--- src/rtl/ffs_pkg.sv ---
package ffs_pkg;

    typedef enum logic [2:0] {
        ST_IDLE,
        ST_CMD,
        ST_PAYLOAD,
        ST_QUAL,
        ST_REJECT,
        ST_REPORT
    } fetch_state_t;

    // One byte of reflected CRC update, LSB of the byte first.
    function automatic logic [15:0] crc_refl_byte(input logic [15:0] crc_in,
                                                  input logic [7:0]  data,
                                                  input logic [15:0] poly);
        logic [15:0] c;
        c = crc_in ^ {8'h00, data};
        for (int b = 0; b < 8; b++) begin
            if (c[0]) c = (c >> 1) ^ poly;
            else      c = c >> 1;
        end
        return c;
    endfunction

endpackage

--- src/rtl/ffs_spi_shift.sv ---
module ffs_spi_shift #(
    parameter int CLK_DIV = 4
) (
    input  logic       clk,
    input  logic       rst_n,
    input  logic       go,
    input  logic [7:0] tx_byte,
    output logic       byte_done,
    output logic [7:0] rx_byte,
    output logic       sck,
    output logic       mosi,
    input  logic       miso
);
    localparam int CW = (CLK_DIV > 1) ? $clog2(CLK_DIV) : 1;
    localparam logic [CW-1:0] HALF_LAST = CW'(CLK_DIV - 1);

    logic          active;
    logic [CW-1:0] half_cnt;
    logic [2:0]    bit_cnt;
    logic [7:0]    tx_sr;
    logic [7:0]    rx_sr;
    logic          sck_q;
    logic          done_q;

    always_ff @(posedge clk or negedge rst_n) begin
        if (!rst_n) begin
            active   <= 1'b0;
            half_cnt <= '0;
            bit_cnt  <= '0;
            tx_sr    <= '0;
            rx_sr    <= '0;
            sck_q    <= 1'b0;
            done_q   <= 1'b0;
        end else begin
            done_q <= 1'b0;
            if (!active) begin
                if (go) begin
                    active   <= 1'b1;
                    tx_sr    <= tx_byte;
                    half_cnt <= '0;
                    bit_cnt  <= '0;
                    sck_q    <= 1'b0;
                end
            end else if (half_cnt == HALF_LAST) begin
                half_cnt <= '0;
                if (!sck_q) begin
                    sck_q <= 1'b1;
                    rx_sr <= {rx_sr[6:0], miso};
                end else begin
                    sck_q <= 1'b0;
                    if (bit_cnt == 3'd7) begin
                        active <= 1'b0;
                        done_q <= 1'b1;
                    end else begin
                        bit_cnt <= bit_cnt + 3'd1;
                        tx_sr   <= {tx_sr[6:0], 1'b0};
                    end
                end
            end else begin
                half_cnt <= half_cnt + CW'(1);
            end
        end
    end

    assign byte_done = done_q;
    assign rx_byte   = rx_sr;
    assign sck       = sck_q;
    assign mosi      = tx_sr[7];

endmodule

--- src/rtl/ffs_crc_unit.sv ---
module ffs_crc_unit
    import ffs_pkg::*;
#(
    parameter logic [15:0] POLY = 16'h8408
) (
    input  logic        clk,
    input  logic        rst_n,
    input  logic        clr,
    input  logic        en,
    input  logic [7:0]  din,
    output logic [15:0] crc
);
    logic [15:0] crc_q;

    always_ff @(posedge clk or negedge rst_n) begin
        if (!rst_n)   crc_q <= '0;
        else if (clr) crc_q <= '0;
        else if (en)  crc_q <= crc_refl_byte(crc_q, din, POLY);
    end

    assign crc = crc_q;

endmodule

--- src/rtl/ffs_byte_ram.sv ---
module ffs_byte_ram #(
    parameter int DEPTH = 127,
    parameter int AW    = 7
) (
    input  logic          clk,
    input  logic          we,
    input  logic [AW-1:0] waddr,
    input  logic [7:0]    wdata,
    input  logic [AW-1:0] raddr,
    output logic [7:0]    rdata
);
    logic [7:0] mem [DEPTH];

    always_ff @(posedge clk) begin
        if (we && (int'(waddr) < DEPTH)) mem[waddr] <= wdata;
        rdata <= (int'(raddr) < DEPTH) ? mem[raddr] : 8'h00;
    end

endmodule

--- src/rtl/frame_fetch_seq.sv ---
module frame_fetch_seq
    import ffs_pkg::*;
#(
    parameter int          CLK_DIV      = 4,
    parameter int          MIN_LEN      = 5,
    parameter int          MAX_LEN      = 127,
    parameter logic [7:0]  READ_CMD     = 8'h20,
    parameter logic [7:0]  FILL_BYTE    = 8'h00,
    parameter logic [15:0] CRC_POLY     = 16'h8408,
    parameter logic [15:0] GOOD_RESIDUE = 16'h0000,
    localparam int         AW           = $clog2(MAX_LEN)
) (
    input  logic          clk,
    input  logic          rst_n,
    input  logic          start,
    output logic          busy,
    output logic          spi_sck,
    output logic          spi_cs_n,
    output logic          spi_mosi,
    input  logic          spi_miso,
    input  logic [AW-1:0] rd_addr,
    output logic [7:0]    rd_data,
    output logic [7:0]    frame_len,
    output logic [7:0]    frame_lqi,
    output logic          crc_ok,
    output logic          done
);
    localparam logic [7:0] LEN_LO = 8'(MIN_LEN);
    localparam logic [7:0] LEN_HI = 8'(MAX_LEN);

    fetch_state_t state_q, state_d;

    logic        byte_done;
    logic [7:0]  rx_byte;
    logic        sh_go;
    logic [7:0]  sh_tx;
    logic        len_ok;
    logic        last_byte;
    logic [15:0] crc_val;
    logic        crc_clr;
    logic        crc_en;

    logic        cs_n_q;
    logic [7:0]  len_q;
    logic [7:0]  idx_q;
    logic [7:0]  lqi_q;

    // Length window and end-of-payload detection.
    assign len_ok    = (rx_byte >= LEN_LO) && (rx_byte <= LEN_HI);
    assign last_byte = ((idx_q + 8'd1) == len_q);

    // State register.
    always_ff @(posedge clk or negedge rst_n) begin
        if (!rst_n) state_q <= ST_IDLE;
        else        state_q <= state_d;
    end

    // Next-state logic.
    always_comb begin
        state_d = state_q;
        unique case (state_q)
            ST_IDLE:    if (start) state_d = ST_CMD;
            ST_CMD:     if (byte_done) state_d = len_ok ? ST_PAYLOAD : ST_REJECT;
            ST_PAYLOAD: if (byte_done && last_byte) state_d = ST_QUAL;
            ST_QUAL:    if (byte_done) state_d = ST_REPORT;
            ST_REJECT:  state_d = ST_IDLE;
            ST_REPORT:  state_d = ST_IDLE;
            default:    state_d = ST_IDLE;
        endcase
    end

    // Byte launch control for the shifter.
    always_comb begin
        sh_go   = 1'b0;
        sh_tx   = FILL_BYTE;
        crc_clr = 1'b0;
        crc_en  = 1'b0;
        unique case (state_q)
            ST_IDLE: begin
                sh_go   = start;
                sh_tx   = READ_CMD;
                crc_clr = start;
            end
            ST_CMD:     sh_go = byte_done && len_ok;
            ST_PAYLOAD: begin
                sh_go  = byte_done;
                crc_en = byte_done;
            end
            default: ;
        endcase
    end

    // Outputs and datapath registers.
    always_ff @(posedge clk or negedge rst_n) begin
        if (!rst_n) begin
            cs_n_q    <= 1'b1;
            len_q     <= '0;
            idx_q     <= '0;
            lqi_q     <= '0;
            frame_len <= '0;
            frame_lqi <= '0;
            crc_ok    <= 1'b0;
            done      <= 1'b0;
        end else begin
            done <= 1'b0;
            unique case (state_q)
                ST_IDLE: if (start) begin
                    cs_n_q <= 1'b0;
                    idx_q  <= '0;
                end
                ST_CMD: if (byte_done) begin
                    len_q <= rx_byte;
                    if (!len_ok) cs_n_q <= 1'b1;
                end
                ST_PAYLOAD: if (byte_done) idx_q <= idx_q + 8'd1;
                ST_QUAL: if (byte_done) begin
                    lqi_q  <= rx_byte;
                    cs_n_q <= 1'b1;
                end
                ST_REJECT: begin
                    frame_len <= '0;
                    frame_lqi <= '0;
                    crc_ok    <= 1'b0;
                    done      <= 1'b1;
                end
                ST_REPORT: begin
                    frame_len <= len_q;
                    frame_lqi <= lqi_q;
                    crc_ok    <= (crc_val == GOOD_RESIDUE);
                    done      <= 1'b1;
                end
                default: ;
            endcase
        end
    end

    assign busy     = (state_q != ST_IDLE);
    assign spi_cs_n = cs_n_q;

    ffs_spi_shift #(.CLK_DIV(CLK_DIV)) u_shift (
        .clk       (clk),
        .rst_n     (rst_n),
        .go        (sh_go),
        .tx_byte   (sh_tx),
        .byte_done (byte_done),
        .rx_byte   (rx_byte),
        .sck       (spi_sck),
        .mosi      (spi_mosi),
        .miso      (spi_miso)
    );

    ffs_crc_unit #(.POLY(CRC_POLY)) u_crc (
        .clk   (clk),
        .rst_n (rst_n),
        .clr   (crc_clr),
        .en    (crc_en),
        .din   (rx_byte),
        .crc   (crc_val)
    );

    ffs_byte_ram #(.DEPTH(MAX_LEN), .AW(AW)) u_ram (
        .clk   (clk),
        .we    (crc_en),
        .waddr (idx_q[AW-1:0]),
        .wdata (rx_byte),
        .raddr (rd_addr),
        .rdata (rd_data)
    );

endmodule

--- config.mk ---
export PLATFORM = sky130hd
export DESIGN_NAME = frame_fetch_seq
export DESIGN_NICKNAME = d
export VERILOG_FILES = /design/src/rtl/ffs_pkg.sv /design/src/rtl/ffs_spi_shift.sv /design/src/rtl/ffs_crc_unit.sv /design/src/rtl/ffs_byte_ram.sv /design/src/rtl/frame_fetch_seq.sv
export SDC_FILE = /design/constraint.sdc
export NUM_CORES = 1
export LEC_CHECK = 0
export ABC_CLOCK_PERIOD_IN_PS = 7110
export BUFFER_PORTS_ARGS = -buffer_cell sky130_fd_sc_hd__buf_2
export CORE_MARGIN = 2
export CORE_UTILIZATION = 51
export CTS_BUF_LIST = sky130_fd_sc_hd__clkbuf_4 sky130_fd_sc_hd__clkbuf_8
export CTS_CLUSTER_DIAMETER = 200
export DETAILED_ROUTE_END_ITERATION = 12
export PLACE_DENSITY = 0.66
export SLEW_MARGIN = 20
export SYNTH_ARGS = -nofsm -noshare
export SYNTH_HDL_FRONTEND = slang
export SYNTH_HIERARCHICAL = 1
export SYNTH_SLANG_ARGS = --single-unit
--- constraint.sdc ---
create_clock -name clk -period 7.11 [get_ports clk]
set_clock_uncertainty 0.15 [all_clocks]
set_input_delay 1.422 -clock clk [delete_from_list [all_inputs] [get_ports clk]]
set_output_delay 1.422 -clock clk [all_outputs]
set_load 0.03 [all_outputs]
==> impl_metrics.tcl <==
set metrics [dict create \
    status "completed" \
    startpoint_type "flip-flop" \
    areaGrowthSynthToFinish_pct 10.7 \
    seq_power_share_pct 55.0 \
    layout-drive-gt1-share_pct 25.1 \
    vias_per_cell 6.14 \
    max_freq_mhz 221 \
    yosys.area.top_type "edfxtp_1" \
    syn_inst 2341 \
    path_class "reg2reg" \
    gp_congestion 0.874 \
    clk_latency_ns 0.82 \
    port_buffers 40 \
    rsz0062_at_grt "no" \
    setup_ws_ns 2.58 \
    avgSynthCellArea_um2 19.0 \
    cp_max_fo 34 \
    synth_edf_count 1016 \
    yosys.area.top_type_share_pct 68.7 \
    cts.sinks 1110 \
    grt_max_degree 101 \
    post-place-ws_ns 2.36 \
    antenna_found_initial 3 \
    multi_input_area_mm2 0.0108 \
    antenna_left 0 \
    seq_area_frac_synth_pct 73.9 \
    overflow 0 \
    dr.pass1.iters 7 \
    htree_levels 4 \
    drv_cap 0 \
    dp_hpwl_um 61900 \
    synth_compound_area_share_pct 3.68 \
    place_inst 3450 \
    tightest_slew_ns 1.02 \
    clk_pin_slew_ns 0.07 \
    via_count 23100 \
    die_w_um 299 \
    setup_violations 0 \
    synth-seq-cells 1110 \
    combPwrFrac_pct 4.6 \
    core_mm2 0.0865 \
    critPathRequiredTime_ns 7.38 \
    dieHeight_um 299 \
    cts-root-buf "clkbuf_8" \
    relSlewSlack_pct 31.8 \
    grt_pass1_vias 23400 \
    rows 108 \
    start_util_pct 51.4 \
    grt_pass1_wl_um 155000 \
    place_area_mm2 0.0457 \
    synthesis.area_mm2 0.0444 \
    cts_buffers 174 \
    seq_area_mm2 0.0329 \
    drv_slew 0 \
    wl_per_cell_um 27.9 \
    intPower_w 0.0102 \
    track_usage_pct 23.7 \
    critPathCaptureType "flip-flop" \
    p_sw_share_pct 22.1 \
    final_cells 3765 \
    switchingPower_w 0.00289 \
    totalWireLength_um 105000 \
    crit_arrival_ns 4.80 \
    finalInstanceArea_mm2 0.0492 \
    synth_fa_ha_area_share_pct 0.113 \
    fin_tns_setup_ns 0 \
    min_period_ns 4.53 \
    hold_class "reg2reg" \
    clock_power_share_pct 40.4 \
    yosys_warnings 6 \
    cts_resized 0 \
    p_per_area_mw_per_mm2 266 \
    first_iter_violations 2503 \
    synth-simple-area-share_pct 4.26 \
    final_nets 2487 \
    cts_hold_buf 0 \
    synthMuxAreaShare_pct 14.9 \
    synthArstFlopShare_pct 7.75 \
    finalHoldViolations 0 \
    die_area_mm2 0.0895 \
    post_cts.repair.setup_buffers 0 \
    synth_top_family_by_area "multiplexers" \
    irDropWorstVdd_mv 0.177 \
    post-route-period-util_pct 63.8 \
    synth_ff_type "edfxtp_1" \
    synth_cell_types 77 \
    power_w 0.0131 \
    power.leakage_nw 16.0 \
    drc_errors 0 \
    n_fill_cell 6531 \
    cts_buffer_depth 3 \
    cts_tree "done" \
    ios 41 \
    synth-xor-area-share_pct 1.27 \
    synthTopCellsByArea "edfxtp_1 69%, mux4_2 9.9%, dfrtp_1 4.8%, mux2i_1 2.5%, mux2_2 1.6%" \
]
-- layer usage --
layer / track usage [%] / part of all wire [%] / vias up
met4: 6.42 / 2.0 / 0
met3: 6.10 / 9.4 / 148
li1: - / - / 9728
met5: 0 / 0 / -
met1: 33.6 / 40 / 12100
met2: 37.0 / 48 / 1109
-- logic make-up after synthesis --
logic type / Yosys count
AOI/OAI and AO/OA: 237
xor gates and xnor gates: 40
adders and majority gates: 4
buffers and inverters: 134
DFF: 1110
muxes: 387
other: 1
and+or+nand+nor: 428
-- path summary, 6_finish.rpt --
check | start | end | slack, ns | cells past startpoint
min in group asynchronous | rst_n | len_q[4]$_DFFE_PN0P_ | 0.41 | 1
max in group asynchronous | rst_n | u_shift/rx_byte[0]$_DFFE_PN0P_ | 5.32 | 2
setup / recovery | state_q[0]$_DFFE_PN0P_ | u_ram/mem[117][0]$_DFFE_PP_ | 2.58 | 5
hold / removal | frame_len[7]$_DFFE_PN0P_ | frame_len[7]$_DFFE_PN0P_ | 0.34 | 2
hold reg to reg | frame_len[7]$_DFFE_PN0P_ | frame_len[7]$_DFFE_PN0P_ | 0.34 | 2
setup reg to reg | state_q[0]$_DFFE_PN0P_ | u_ram/mem[117][0]$_DFFE_PP_ | 2.58 | 5
-- flip-flops by register name, summed over array words and instances (netlist names), 2 cells and up --
signal	flops
lqi_q	8
u_ram/mem	1016
u_shift/rx_byte	8
u_ram/rdata	8
u_shift/half_cnt	2
frame_lqi	8
idx_q	8
u_shift/tx_sr	8
frame_len	8
len_q	8
u_crc/crc	16
u_shift/bit_cnt	3
state_q	3
-- synthesized netlist by cell type, types with 28 or more instances --
| library cell | n |
|---|---|
| o22ai_1 | 30 |
| edfxtp_1 | 1016 |
| clkbuf_1 | 44 |
| mux4_2 | 196 |
| o21ai_0 | 46 |
| buf_2 | 29 |
| mux2_2 | 65 |
| nor2_1 | 178 |
| mux2i_1 | 113 |
| nand2_1 | 138 |
| dfrtp_1 | 85 |
| a21oi_1 | 28 |
-- power groups by stage --
stage          Clock, W  Sequential [W]  Combinational [W]
2_1_floorplan         0         0.00733           0.000367
3_3_place_gp          0         0.00732           0.000587
3_5_place_dp          0         0.00732           0.000597
4_1_cts         0.00539         0.00719           0.000598
5_1_grt         0.00568         0.00719           0.000633
6_report        0.00529         0.00719           0.000600
-- cell usage in the layout, fill, tap and decap left out, drive strengths merged, types with 5 or more instances in the layout --
| cell type | n |
|---|---|
| o221ai | 9 |
| nor2b | 27 |
| a2111oi | 8 |
| xor3 | 5 |
| edfxtp | 1016 |
| clkbuf | 244 |
| a21o | 7 |
| dfxtp | 8 |
| nand4 | 10 |
| dfrtp | 85 |
| nand2b | 11 |
| o21ai | 57 |
| xnor3 | 7 |
| a221oi | 10 |
| nand2 | 138 |
| conb | 7 |
| and3 | 7 |
| nand3 | 19 |
| xor2 | 8 |
| clkinv | 54 |
| xnor2 | 20 |
| inv | 14 |
| mux2i | 114 |
| mux4 | 208 |
| a211oi | 29 |
| a21oi | 28 |
| a31oi | 9 |
| o22ai | 30 |
| a211o | 12 |
| nor2 | 180 |
| o31ai | 6 |
| mux2 | 65 |
| buf | 76 |
| nor3 | 10 |
-- worst max-delay path, cell delays in order (launching register included) --
cell	delay (ns)
dfrtp_1	0.67
or3_1	0.64
inv_4	0.35
nor2b_1	0.44
nand3_2	0.82
nor2_1	1.05
-- layout make-up --
class                           count  area share, %
Antenna cell                        2         0.0102
Clock buffer                      243           6.00
Clock inverter                     69          0.977
Inverter                            6         0.0509
Multi-Input combinational cell   1103           22.0
Sequential cell                  1110           66.8
Tap cell                         1155           2.94
Timing Repair Buffer               77           1.21
-- through the flow --
stage	hold WS (ns)	utilization (%)
after floorplan	0.301	-
after global placement	0.312	52.8
after detailed placement	0.320	52.8
after CTS	0.339	56.8
after global routing	0.366	56.8
final	0.335	56.8
Note: power is estimated with default switching activity, not from simulation.
